==> src/rtl/fpsc_pkg.sv <==
package fpsc_pkg;

   typedef enum logic [1:0] {
      OP_ABS   = 2'd0,
      OP_NEG   = 2'd1,
      OP_CSGN  = 2'd2,
      OP_CLASS = 2'd3
   } fpsc_op_e;

   localparam int CLASS_W   = 10;
   localparam int CB_SNAN   = 0;
   localparam int CB_QNAN   = 1;
   localparam int CB_NINF   = 2;
   localparam int CB_NNORM  = 3;
   localparam int CB_NSUB   = 4;
   localparam int CB_NZERO  = 5;
   localparam int CB_PINF   = 6;
   localparam int CB_PNORM  = 7;
   localparam int CB_PSUB   = 8;
   localparam int CB_PZERO  = 9;

endpackage

==> src/rtl/fpsc_class_fmt.sv <==
module fpsc_class_fmt
   import fpsc_pkg::*;
#(
   parameter int EXP_W = 8,
   parameter int MAN_W = 23,
   localparam int VAL_W = 1 + EXP_W + MAN_W
) (
   input  logic [VAL_W-1:0]   val,
   output logic [CLASS_W-1:0] mask
);

   logic             sgn;
   logic [EXP_W-1:0] exp_f;
   logic [MAN_W-1:0] man_f;
   logic             exp_max, exp_min, man_nil;

   assign sgn     = val[VAL_W-1];
   assign exp_f   = val[VAL_W-2:MAN_W];
   assign man_f   = val[MAN_W-1:0];
   assign exp_max = &exp_f;
   assign exp_min = ~|exp_f;
   assign man_nil = ~|man_f;

   // infinity, then zero, then subnormal, then NaN, else normal
   always_comb begin
      mask = '0;
      if (exp_max && man_nil)
         mask[sgn ? CB_NINF : CB_PINF] = 1'b1;
      else if (exp_min && man_nil)
         mask[sgn ? CB_NZERO : CB_PZERO] = 1'b1;
      else if (exp_min)
         mask[sgn ? CB_NSUB : CB_PSUB] = 1'b1;
      else if (exp_max)
         mask[man_f[MAN_W-1] ? CB_QNAN : CB_SNAN] = 1'b1;
      else
         mask[sgn ? CB_NNORM : CB_PNORM] = 1'b1;
   end

endmodule

==> src/rtl/fpsc_sign_fmt.sv <==
module fpsc_sign_fmt
   import fpsc_pkg::*;
#(
   parameter int W = 32
) (
   input  fpsc_op_e       op,
   input  logic [W-1:0]   a,
   input  logic [W-1:0]   b,
   output logic [W-1:0]   y
);

   logic [W-2:0] mag;
   assign mag = a[W-2:0];

   always_comb begin
      unique case (op)
         OP_ABS:  y = {1'b0, mag};
         OP_NEG:  y = {~a[W-1], mag};
         OP_CSGN: y = {b[W-1], mag};
         default: y = a;
      endcase
   end

endmodule

==> src/rtl/fpsc_unit.sv <==
module fpsc_unit
   import fpsc_pkg::*;
#(
   parameter int DATA_W   = 64,
   parameter int SP_EXP_W = 8,
   parameter int SP_MAN_W = 23,
   parameter int DP_EXP_W = 11,
   parameter int DP_MAN_W = 52,
   parameter bit NANBOX   = 1'b1
) (
   input  logic              clk,
   input  logic              rst_n,
   input  logic              in_valid,
   input  logic [1:0]        in_op,
   input  logic              in_dbl,
   input  logic [DATA_W-1:0] in_fj,
   input  logic [DATA_W-1:0] in_fk,
   output logic              out_valid,
   output logic [DATA_W-1:0] out_result
);

   localparam int SP_W  = 1 + SP_EXP_W + SP_MAN_W;
   localparam int DP_W  = 1 + DP_EXP_W + DP_MAN_W;
   localparam int BOX_W = DATA_W - SP_W;
   localparam int PAD_W = DATA_W - CLASS_W;

   generate
      if (DP_W != DATA_W) begin : g_chk_dp
         $error("double format must fill the slot");
      end
      if (SP_W >= DATA_W) begin : g_chk_sp
         $error("single format must be narrower than the slot");
      end
      if (CLASS_W > DATA_W) begin : g_chk_cls
         $error("class mask wider than slot");
      end
   endgenerate

   fpsc_op_e op_c;
   assign op_c = fpsc_op_e'(in_op);

   logic [SP_W-1:0]    sp_y;
   logic [DP_W-1:0]    dp_y;
   logic [CLASS_W-1:0] sp_cls, dp_cls;
   logic [BOX_W-1:0]   box_fill;

   fpsc_sign_fmt #(.W(SP_W)) u_sp_sign (
      .op (op_c), .a (in_fj[SP_W-1:0]), .b (in_fk[SP_W-1:0]), .y (sp_y)
   );
   fpsc_sign_fmt #(.W(DP_W)) u_dp_sign (
      .op (op_c), .a (in_fj[DP_W-1:0]), .b (in_fk[DP_W-1:0]), .y (dp_y)
   );
   fpsc_class_fmt #(.EXP_W(SP_EXP_W), .MAN_W(SP_MAN_W)) u_sp_class (
      .val (in_fj[SP_W-1:0]), .mask (sp_cls)
   );
   fpsc_class_fmt #(.EXP_W(DP_EXP_W), .MAN_W(DP_MAN_W)) u_dp_class (
      .val (in_fj[DP_W-1:0]), .mask (dp_cls)
   );

   generate
      if (NANBOX) begin : g_box_ones
         assign box_fill = '1;
      end else begin : g_box_zero
         assign box_fill = '0;
      end
   endgenerate

   logic [DATA_W-1:0] nxt_result;
   always_comb begin
      if (op_c == OP_CLASS)
         nxt_result = {{PAD_W{1'b0}}, (in_dbl ? dp_cls : sp_cls)};
      else if (in_dbl)
         nxt_result = dp_y;
      else
         nxt_result = {box_fill, sp_y};
   end

   fpsc_op_e r_op;
   logic     r_dbl;

   always_ff @(posedge clk or negedge rst_n) begin
      if (!rst_n) begin
         out_valid  <= 1'b0;
         out_result <= '0;
         r_op       <= OP_ABS;
         r_dbl      <= 1'b0;
      end else begin
         out_valid <= in_valid;
         if (in_valid) begin
            out_result <= nxt_result;
            r_op       <= op_c;
            r_dbl      <= in_dbl;
         end
      end
   end

   // valid follows the request by one cycle
   a_r1_valid_lat: assert property (@(posedge clk) disable iff (!rst_n)
      out_valid == $past(in_valid));

   // idle cycles leave the result untouched
   a_r10_hold: assert property (@(posedge clk) disable iff (!rst_n)
      !in_valid |=> $stable(out_result));

   // double abs clears sign, keeps magnitude
   a_r2_abs_dp: assert property (@(posedge clk) disable iff (!rst_n)
      (out_valid && r_op == OP_ABS && r_dbl) |->
      (!out_result[DATA_W-1] && out_result[DATA_W-2:0] == $past(in_fj[DATA_W-2:0])));

   // double negate flips only the sign
   a_r3_neg_dp: assert property (@(posedge clk) disable iff (!rst_n)
      (out_valid && r_op == OP_NEG && r_dbl) |->
      (out_result == ($past(in_fj) ^ {1'b1, {(DATA_W-1){1'b0}}})));

   // copy-sign takes sign from fk
   a_r4_csgn_sign: assert property (@(posedge clk) disable iff (!rst_n)
      (out_valid && r_op == OP_CSGN) |->
      (r_dbl ? out_result[DATA_W-1] == $past(in_fk[DATA_W-1])
             : out_result[SP_W-1] == $past(in_fk[SP_W-1])));

   // one-hot class, zero-extended
   a_r8_class_shape: assert property (@(posedge clk) disable iff (!rst_n)
      (out_valid && r_op == OP_CLASS) |->
      (out_result[DATA_W-1:CLASS_W] == '0 && $countones(out_result[CLASS_W-1:0]) == 1));

   generate
      if (NANBOX) begin : g_box_chk
         // single sign results are boxed
         a_r5_nanbox: assert property (@(posedge clk) disable iff (!rst_n)
            (out_valid && r_op != OP_CLASS && !r_dbl) |-> (&out_result[DATA_W-1:SP_W]));
      end
   endgenerate

endmodule

==> config.mk <==
export PLATFORM = sky130hd
export DESIGN_NAME = fpsc_unit
export DESIGN_NICKNAME = d
export VERILOG_FILES = /design/src/rtl/fpsc_pkg.sv /design/src/rtl/fpsc_class_fmt.sv /design/src/rtl/fpsc_sign_fmt.sv /design/src/rtl/fpsc_unit.sv
export SDC_FILE = /design/constraint.sdc
export NUM_CORES = 1
export LEC_CHECK = 0
export BUFFER_PORTS_ARGS = -buffer_cell sky130_fd_sc_hd__buf_2
export CAP_MARGIN = 20
export CORE_MARGIN = 2
export CORE_UTILIZATION = 50
export DETAILED_ROUTE_END_ITERATION = 6
export GPL_TIMING_DRIVEN = 0
export PLACE_DENSITY = 0.84
export SYNTH_ARGS = -nofsm -noshare
export SYNTH_HDL_FRONTEND = slang
export SYNTH_HIERARCHICAL = 1
export SYNTH_SLANG_ARGS = --single-unit
==> constraint.sdc <==
create_clock -name clk -period 2.25 [get_ports clk]
set_input_delay 0.3375 -clock clk [delete_from_list [all_inputs] [get_ports clk]]
set_output_delay 0.3375 -clock clk [all_outputs]
set_load 0.01 [all_outputs]
== Yosys cells after proc, flatten, opt, wreduce, memory -nomap -nowiden ==
Index checks and enable logic that the tools add are counted.
Word-level totals
  register bits: 65
  output and inout bits: 65
  word-level logic and storage cells: 95
  input port bits: 134
Operators by class
  order comparisons: 20
  mux-type cells: 43
  equality and inequality tests: 3
  reductions and logical operators: 25
  bitwise logic cells: 2
Operators by type and width (number)
  32-bit by 1-bit greater-or-equal comparator with 1-bit output, second input constant: 10
  32-bit by 6-bit < comparator with 1-bit output, second input constant: 10
  64-bit case mux with 3 select lines: 1
  64-bit 2-to-1 mux: 2
  32-bit case mux with 3 select lines: 1
  10-bit 2-to-1 mux: 9
  52-bit OR reduction: 1
  1-bit demux with 4-bit select: 10
  23-bit OR reduction: 1
  4-bit 2-to-1 mux: 4
  1-bit logical AND: 14
  1-bit 2-to-1 mux: 12
  3-bit 2-to-1 mux: 4
  11-bit AND reduction: 1
  11-bit OR reduction: 1
  8-bit AND reduction: 1
  8-bit OR reduction: 1
  2-bit == test, second input constant: 2
  1-bit zero test: 4
  2-bit by 1-bit == test with 1-bit output, second input constant: 1
  2-bit zero test: 1
  1-bit inverter: 2

== Logic depth before layout (Yosys ltp) ==
  word-level depth: 11
  depth in mapped cells: 6
  gate-level depth less buffers: 6

== Hierarchy ==
The synthesis kept the hierarchy.
By module, submodules not included
  fpsc_unit: times used 1, seq. area each 1626.6 µm², area each 3266.9 µm², cells each 294
  fpsc_sign_fmt (u_dp_sign): times used 1, seq. area each 0.0 µm², area each 499.2 µm², cells each 66
  fpsc_class_fmt (u_dp_class): times used 1, seq. area each 0.0 µm², area each 260.2 µm², cells each 40
  fpsc_sign_fmt (u_sp_sign): times used 1, seq. area each 0.0 µm², area each 259.0 µm², cells each 34
  fpsc_class_fmt (u_sp_class): times used 1, seq. area each 0.0 µm², area each 237.7 µm², cells each 30

== Worst setup path after synthesis ==
OpenSTA, ideal clock, no wires.
  path kind: input to register
  start point: in in_fj[51]
  end point: reg out_result[9]
  data required time: 2.159 ns
  setup slack: 0.604 ns
  arrival time: 1.556 ns
  cell stages on the path: 6
  setup time: 0.091 ns
  cell sequence: nor4_1 nand4_1 nor4_4 nor3b_2 mux2i_1 o221ai_1
Between the ends
  word-level cells in the longest chain between the ends: 11
  elaborated cells on any way between the ends: 16
  those cells by class: 2 x order compare; 9 x mux; 5 x reduce/logical
RTL lines
  start, declared: RTL line fpsc_unit.sv:16  | input logic [DATA_W-1:0] in_fj,
  1-bit 2-to-1 mux: RTL line fpsc_class_fmt.sv:34  | mask[man_f[MAN_W-1] ? CB_QNAN : CB_SNAN] = 1'b1;
  32-bit by 1-bit greater-or-equal comparator with 1-bit output (not written as such) / 32-bit by 6-bit < comparator with 1-bit output (equally long branches): RTL line fpsc_class_fmt.sv:34
  1-bit logical AND (not written as such): RTL line fpsc_class_fmt.sv:34
  1-bit 2-to-1 mux: RTL line fpsc_class_fmt.sv:34
  1-bit demux with 4-bit select
  10-bit 2-to-1 mux: RTL line fpsc_class_fmt.sv:33  | else if (exp_max)
  10-bit 2-to-1 mux: RTL line fpsc_class_fmt.sv:31  | else if (exp_min)
  10-bit 2-to-1 mux: RTL line fpsc_class_fmt.sv:29  | else if (exp_min && man_nil)
  10-bit 2-to-1 mux (*): RTL line fpsc_class_fmt.sv:27  | if (exp_max && man_nil)
  net dp_cls[9]: RTL line fpsc_unit.sv:44  | logic [CLASS_W-1:0] sp_cls, dp_cls;
  10-bit 2-to-1 mux (*): RTL line fpsc_unit.sv:71  | nxt_result = {{PAD_W{1'b0}}, (in_dbl ? dp_cls : sp_cls)};
  64-bit 2-to-1 mux (*): RTL line fpsc_unit.sv:70  | if (op_c == OP_CLASS)
  end signal, assigned: RTL line fpsc_unit.sv:90  | out_result <= nxt_result;
  end, declared: RTL line fpsc_unit.sv:19  | output logic [DATA_W-1:0] out_result
Mark *: on every way through the listed nets, which the timed path passes. The rest lies on a longest branch.
A chain may end at the register's enable or synchronous reset.

== Worst setup path after layout ==
  start point: in in_fj[9]
  end point: reg out_result[5]
Between the ends
  word-level cells in the longest chain between the ends: 7
  elaborated cells on any way between the ends: 14
  those cells by class: 6 x mux; 8 x reduce/logical
RTL lines
  52-bit OR reduction (*): RTL line fpsc_class_fmt.sv:22  | assign man_nil = ~|man_f;
  1-bit zero test (*): RTL line fpsc_class_fmt.sv:22
  1-bit logical AND: RTL line fpsc_class_fmt.sv:29
  10-bit 2-to-1 mux: RTL line fpsc_class_fmt.sv:29
  10-bit 2-to-1 mux (*): RTL line fpsc_class_fmt.sv:27
  net dp_cls[5]: RTL line fpsc_unit.sv:44
  10-bit 2-to-1 mux (*): RTL line fpsc_unit.sv:71
  64-bit 2-to-1 mux (*): RTL line fpsc_unit.sv:70
Marked as above.

==> results.ini <==
[logic_synthesis]
syn_avg_cell_area_um2=9.75
synth_area_um2=4520
synth_top_area_share_pct=36.0
synth_warnings=6
yosys.area_share.simple_pct=20.9
ys_seq_elements=65
synth_top_family_by_area=simple AND/OR/NAND/NOR gates
synth_nets=598
synthAdderAreaFrac_pct=0
synth_xor_area_share_pct=0
yosysTopAreaCell=dfrtp_1
synth_compound_area_share_pct=12.1
synth_top_cells_by_area=dfrtp_1 36%, buf_4 16%, mux2i_1 10%
netlist_instances=464
synthMuxAreaShare_pct=10.2
async_flop_share_pct=100
synthFlopType=dfrtp_1
seq_area_frac_synth_pct=36.0
synth_edf_count=0
ys_types=34

[cells_and_area]
fill_cells=726
drive_above_1_share_pct=48.5
fin_nets=744
area_growth_pct=22.8
multi_input_area_um2=1950
seqCellArea_um2=1630
num_antenna_cells=0

[pwr]
seqPwrFrac_pct=40.9
p_per_area_nw_per_um2=597
leakage_nw=2.78
finalPower_w=0.00332
combPwrFrac_pct=25.2
p_int_w=0.00234
ir_drop_mv=0.341
p_sw_w=0.000980
switching_share_pct=29.6
p_clk_share_pct=33.9

[drt]
finalWirelength_um=12100
route.met3.wl_um=787
drc=0
top_layer=met4
dr.pass1.iters=4
final_antenna_net_count=0
drt-initial-drc-count=176
routed_via_density=5.39
route.detailed.wl_per_inst_um=16.7
vias=3898
wl_met2_um=5880
wl_met1_um=5190

[timing]
finalHoldViolCount=0
finalCritPeriodShare_pct=81.1
slew_headroom_pct=42.4
final-setup-viol-count=0
min_period_ns=1.83
tightest_slew_ns=0.864
drv_slew=0
skew_ns=0
max_freq_ghz=0.548
rsz0062_at_grt=no
fin_setup_tns_ns=0

[critical_path]
critPathCaptureType=flip-flop
path_delay_family=simple AND/OR/NAND/NOR gates
crit_type=primary input to flip-flop
r2r-start=out_result[51]$_DFFE_PN0P_
reg2reg_to=out_result[51]$_DFFE_PN0P_
critPathBufInv=1
crit_fanout=7
crit_slowest_cell=nor4_4
required_ns=2.50
critPathLaunchType=primary input
critPathArrivalTime_ns=2.08
path_cells=buf_2 > nor4_1 > nand4_1 > nor4_4 > and2_1 > mux2i_1 > o221ai_1
cpPeakStageDelay_ns=0.44
ff2ff_setup_slack_ns=1.40
r2r_cells=2

[placed_design]
globalplace.congestion=0.880
post-dp-hpwl_um=8950
port_buffers=135

[cts]
cts_tree=built
cts-buffers-inserted=9
htreeDepth=3
cts_setup_buffers=0
cts_sinks=65
clock_latency_ns=0.35
clk_pin_slew_worst_paths_ns=0.07
clockRootBuffer=clkbuf_8
ctsHoldBuffers=0
cts_resized=0
clk_path_buf_depth=2

[die]
fp.dieH_um=99.1
die_x_um=99.1
start_util_pct=51.6
die_area_um2=9820
rows=34
core_um2=8760
ios=199

[grt]
grt_antenna_before_repair=0
grt_max_degree=66
overflow=0
grt_pass1_vias=4041
grt_pass1_wl_um=19300
grt_usage_pct=24.8

[worst_hold_path]
hold_path_class=primary input to async pin

[status]
status=completed

[job]
cap_viol_max_count=0

## worst max path at each step
| stage | startpoint | to | slack, ns | depth (start not counted) |
|---|---|---|---|---|
| final | in_fj[9] | out_result[5]$_DFFE_PN0P_ | 0.42 | 7 |
| after global routing | in_fj[9] | out_result[6]$_DFFE_PN0P_ | 0.31 | 7 |
| after CTS | in_fj[9] | out_result[6]$_DFFE_PN0P_ | 0.53 | 7 |
| after detailed placement | in_fj[51] | out_result[6]$_DFFE_PN0P_ | 0.17 | 7 |
| after global placement | in_fj[9] | out_result[6]$_DFFE_PN0P_ | 0.19 | 7 |
| after floorplan | in_fj[51] | out_result[9]$_DFFE_PN0P_ | 0.60 | 6 |
## flip-flops by register name, summed over array words and instances, names as in the netlist
register	flops
out_valid	1
out_result	64
## cell usage in the layout, fill, tap and decap left out
cell type   netlist  final
a31o_2           20     20
dfrtp_1          65     65
clkbuf_1          6      6
and2_1            2      2
nor2b_1          32     32
or3_1             1      1
clkbuf_8          0      9
nor4_2            4      4
nor4_1           18     18
o221ai_1         10     10
buf_6             4      4
nor2_1            4      4
and3_1            3      3
or2_2             1      1
clkinvlp_4        0      1
a21bo_2           1      1
a21oi_1           2      2
and4_2            1      1
nand3_2           1      1
nor3_1            7      7
nand4_2           1      1
o22ai_1          22     22
buf_2            11    145
nor4_4            4      4
nand3_1           4      4
nor3b_2           1      1
bufinv_16         0      2
a31o_1           12     12
a211oi_1          2      2
mux2i_1          46     46
clkinv_4          0      2
and2_2            1      1
nand4_1           6      6
o21ai_0           1      1
nand2b_1         44     44
nand2_1           5      5
inv_1            25     25
buf_4            97     98
clkinv_2          0      2
## stage by stage
stage / hold WS [ns] / util (%) / worst slack (ns) / instance area (um^2) / instances
floorplan: 0.0419 / - / 0.604 / 4520 / 464
global placement: 0.480 / 60.9 / 0.187 / 5330 / 707
detailed placement: 0.485 / 60.9 / 0.172 / 5340 / 707
CTS: 0.122 / 63.4 / 0.532 / 5560 / 723
global route: 0.157 / 63.4 / 0.312 / 5560 / 723
finish: 0.101 / 63.4 / 0.424 / 5560 / 723
## logic make-up after synthesis
kind of cell | after synthesis
flip-flops | 65
AO/OA/AOI/OAI | 70
buffers and inverters | 143
AND/OR/NAND/NOR | 140
multiplexers | 46
## synthesized netlist by cell type, types with 5 or more instances
cell	number
o22ai_1	22
inv_1	25
o221ai_1	10
dfrtp_1	65
nand2_1	5
buf_4	97
nor3_1	7
nor2b_1	32
clkbuf_1	6
mux2i_1	46
nand2b_1	44
a31o_2	20
nand4_1	6
nor4_1	18
buf_2	11
a31o_1	12
## layer usage
layer / global-route usage, % / vias to the layer above
met5: 0 / -
li1: - / 1839
met2: 41.2 / 134
met1: 31.6 / 1905
met4: 8.54 / 0
met3: 6.04 / 20
## area by class of cell
type                            count  share of cell area [%]
Tap cell                          108                    2.43
Clock buffer                        9                    2.23
Sequential cell                    65                    29.3
Multi-Input combinational cell    256                    35.1
Timing Repair Buffer              135                    12.2
Buffer                            118                    15.3
Clock inverter                      7                    1.71
Inverter                           25                    1.69
## worst register-to-register path, stage by stage, from the launching register on
cell,delay [ns]
dfrtp_1,0.39
nor2b_1,0.14
a31o_2,0.22
## power groups by stage
| stage | logic [W] | clock network (W) | registers [W] |
|---|---|---|---|
| floorplan | 0.000425 | 0 | 0.00143 |
| global placement | 0.000810 | 0 | 0.00137 |
| detailed placement | 0.000833 | 0 | 0.00138 |
| CTS | 0.000840 | 0.00114 | 0.00136 |
| global route | 0.000909 | 0.00120 | 0.00137 |
| finish | 0.000835 | 0.00112 | 0.00136 |
Power figures use the tool's default switching activity.
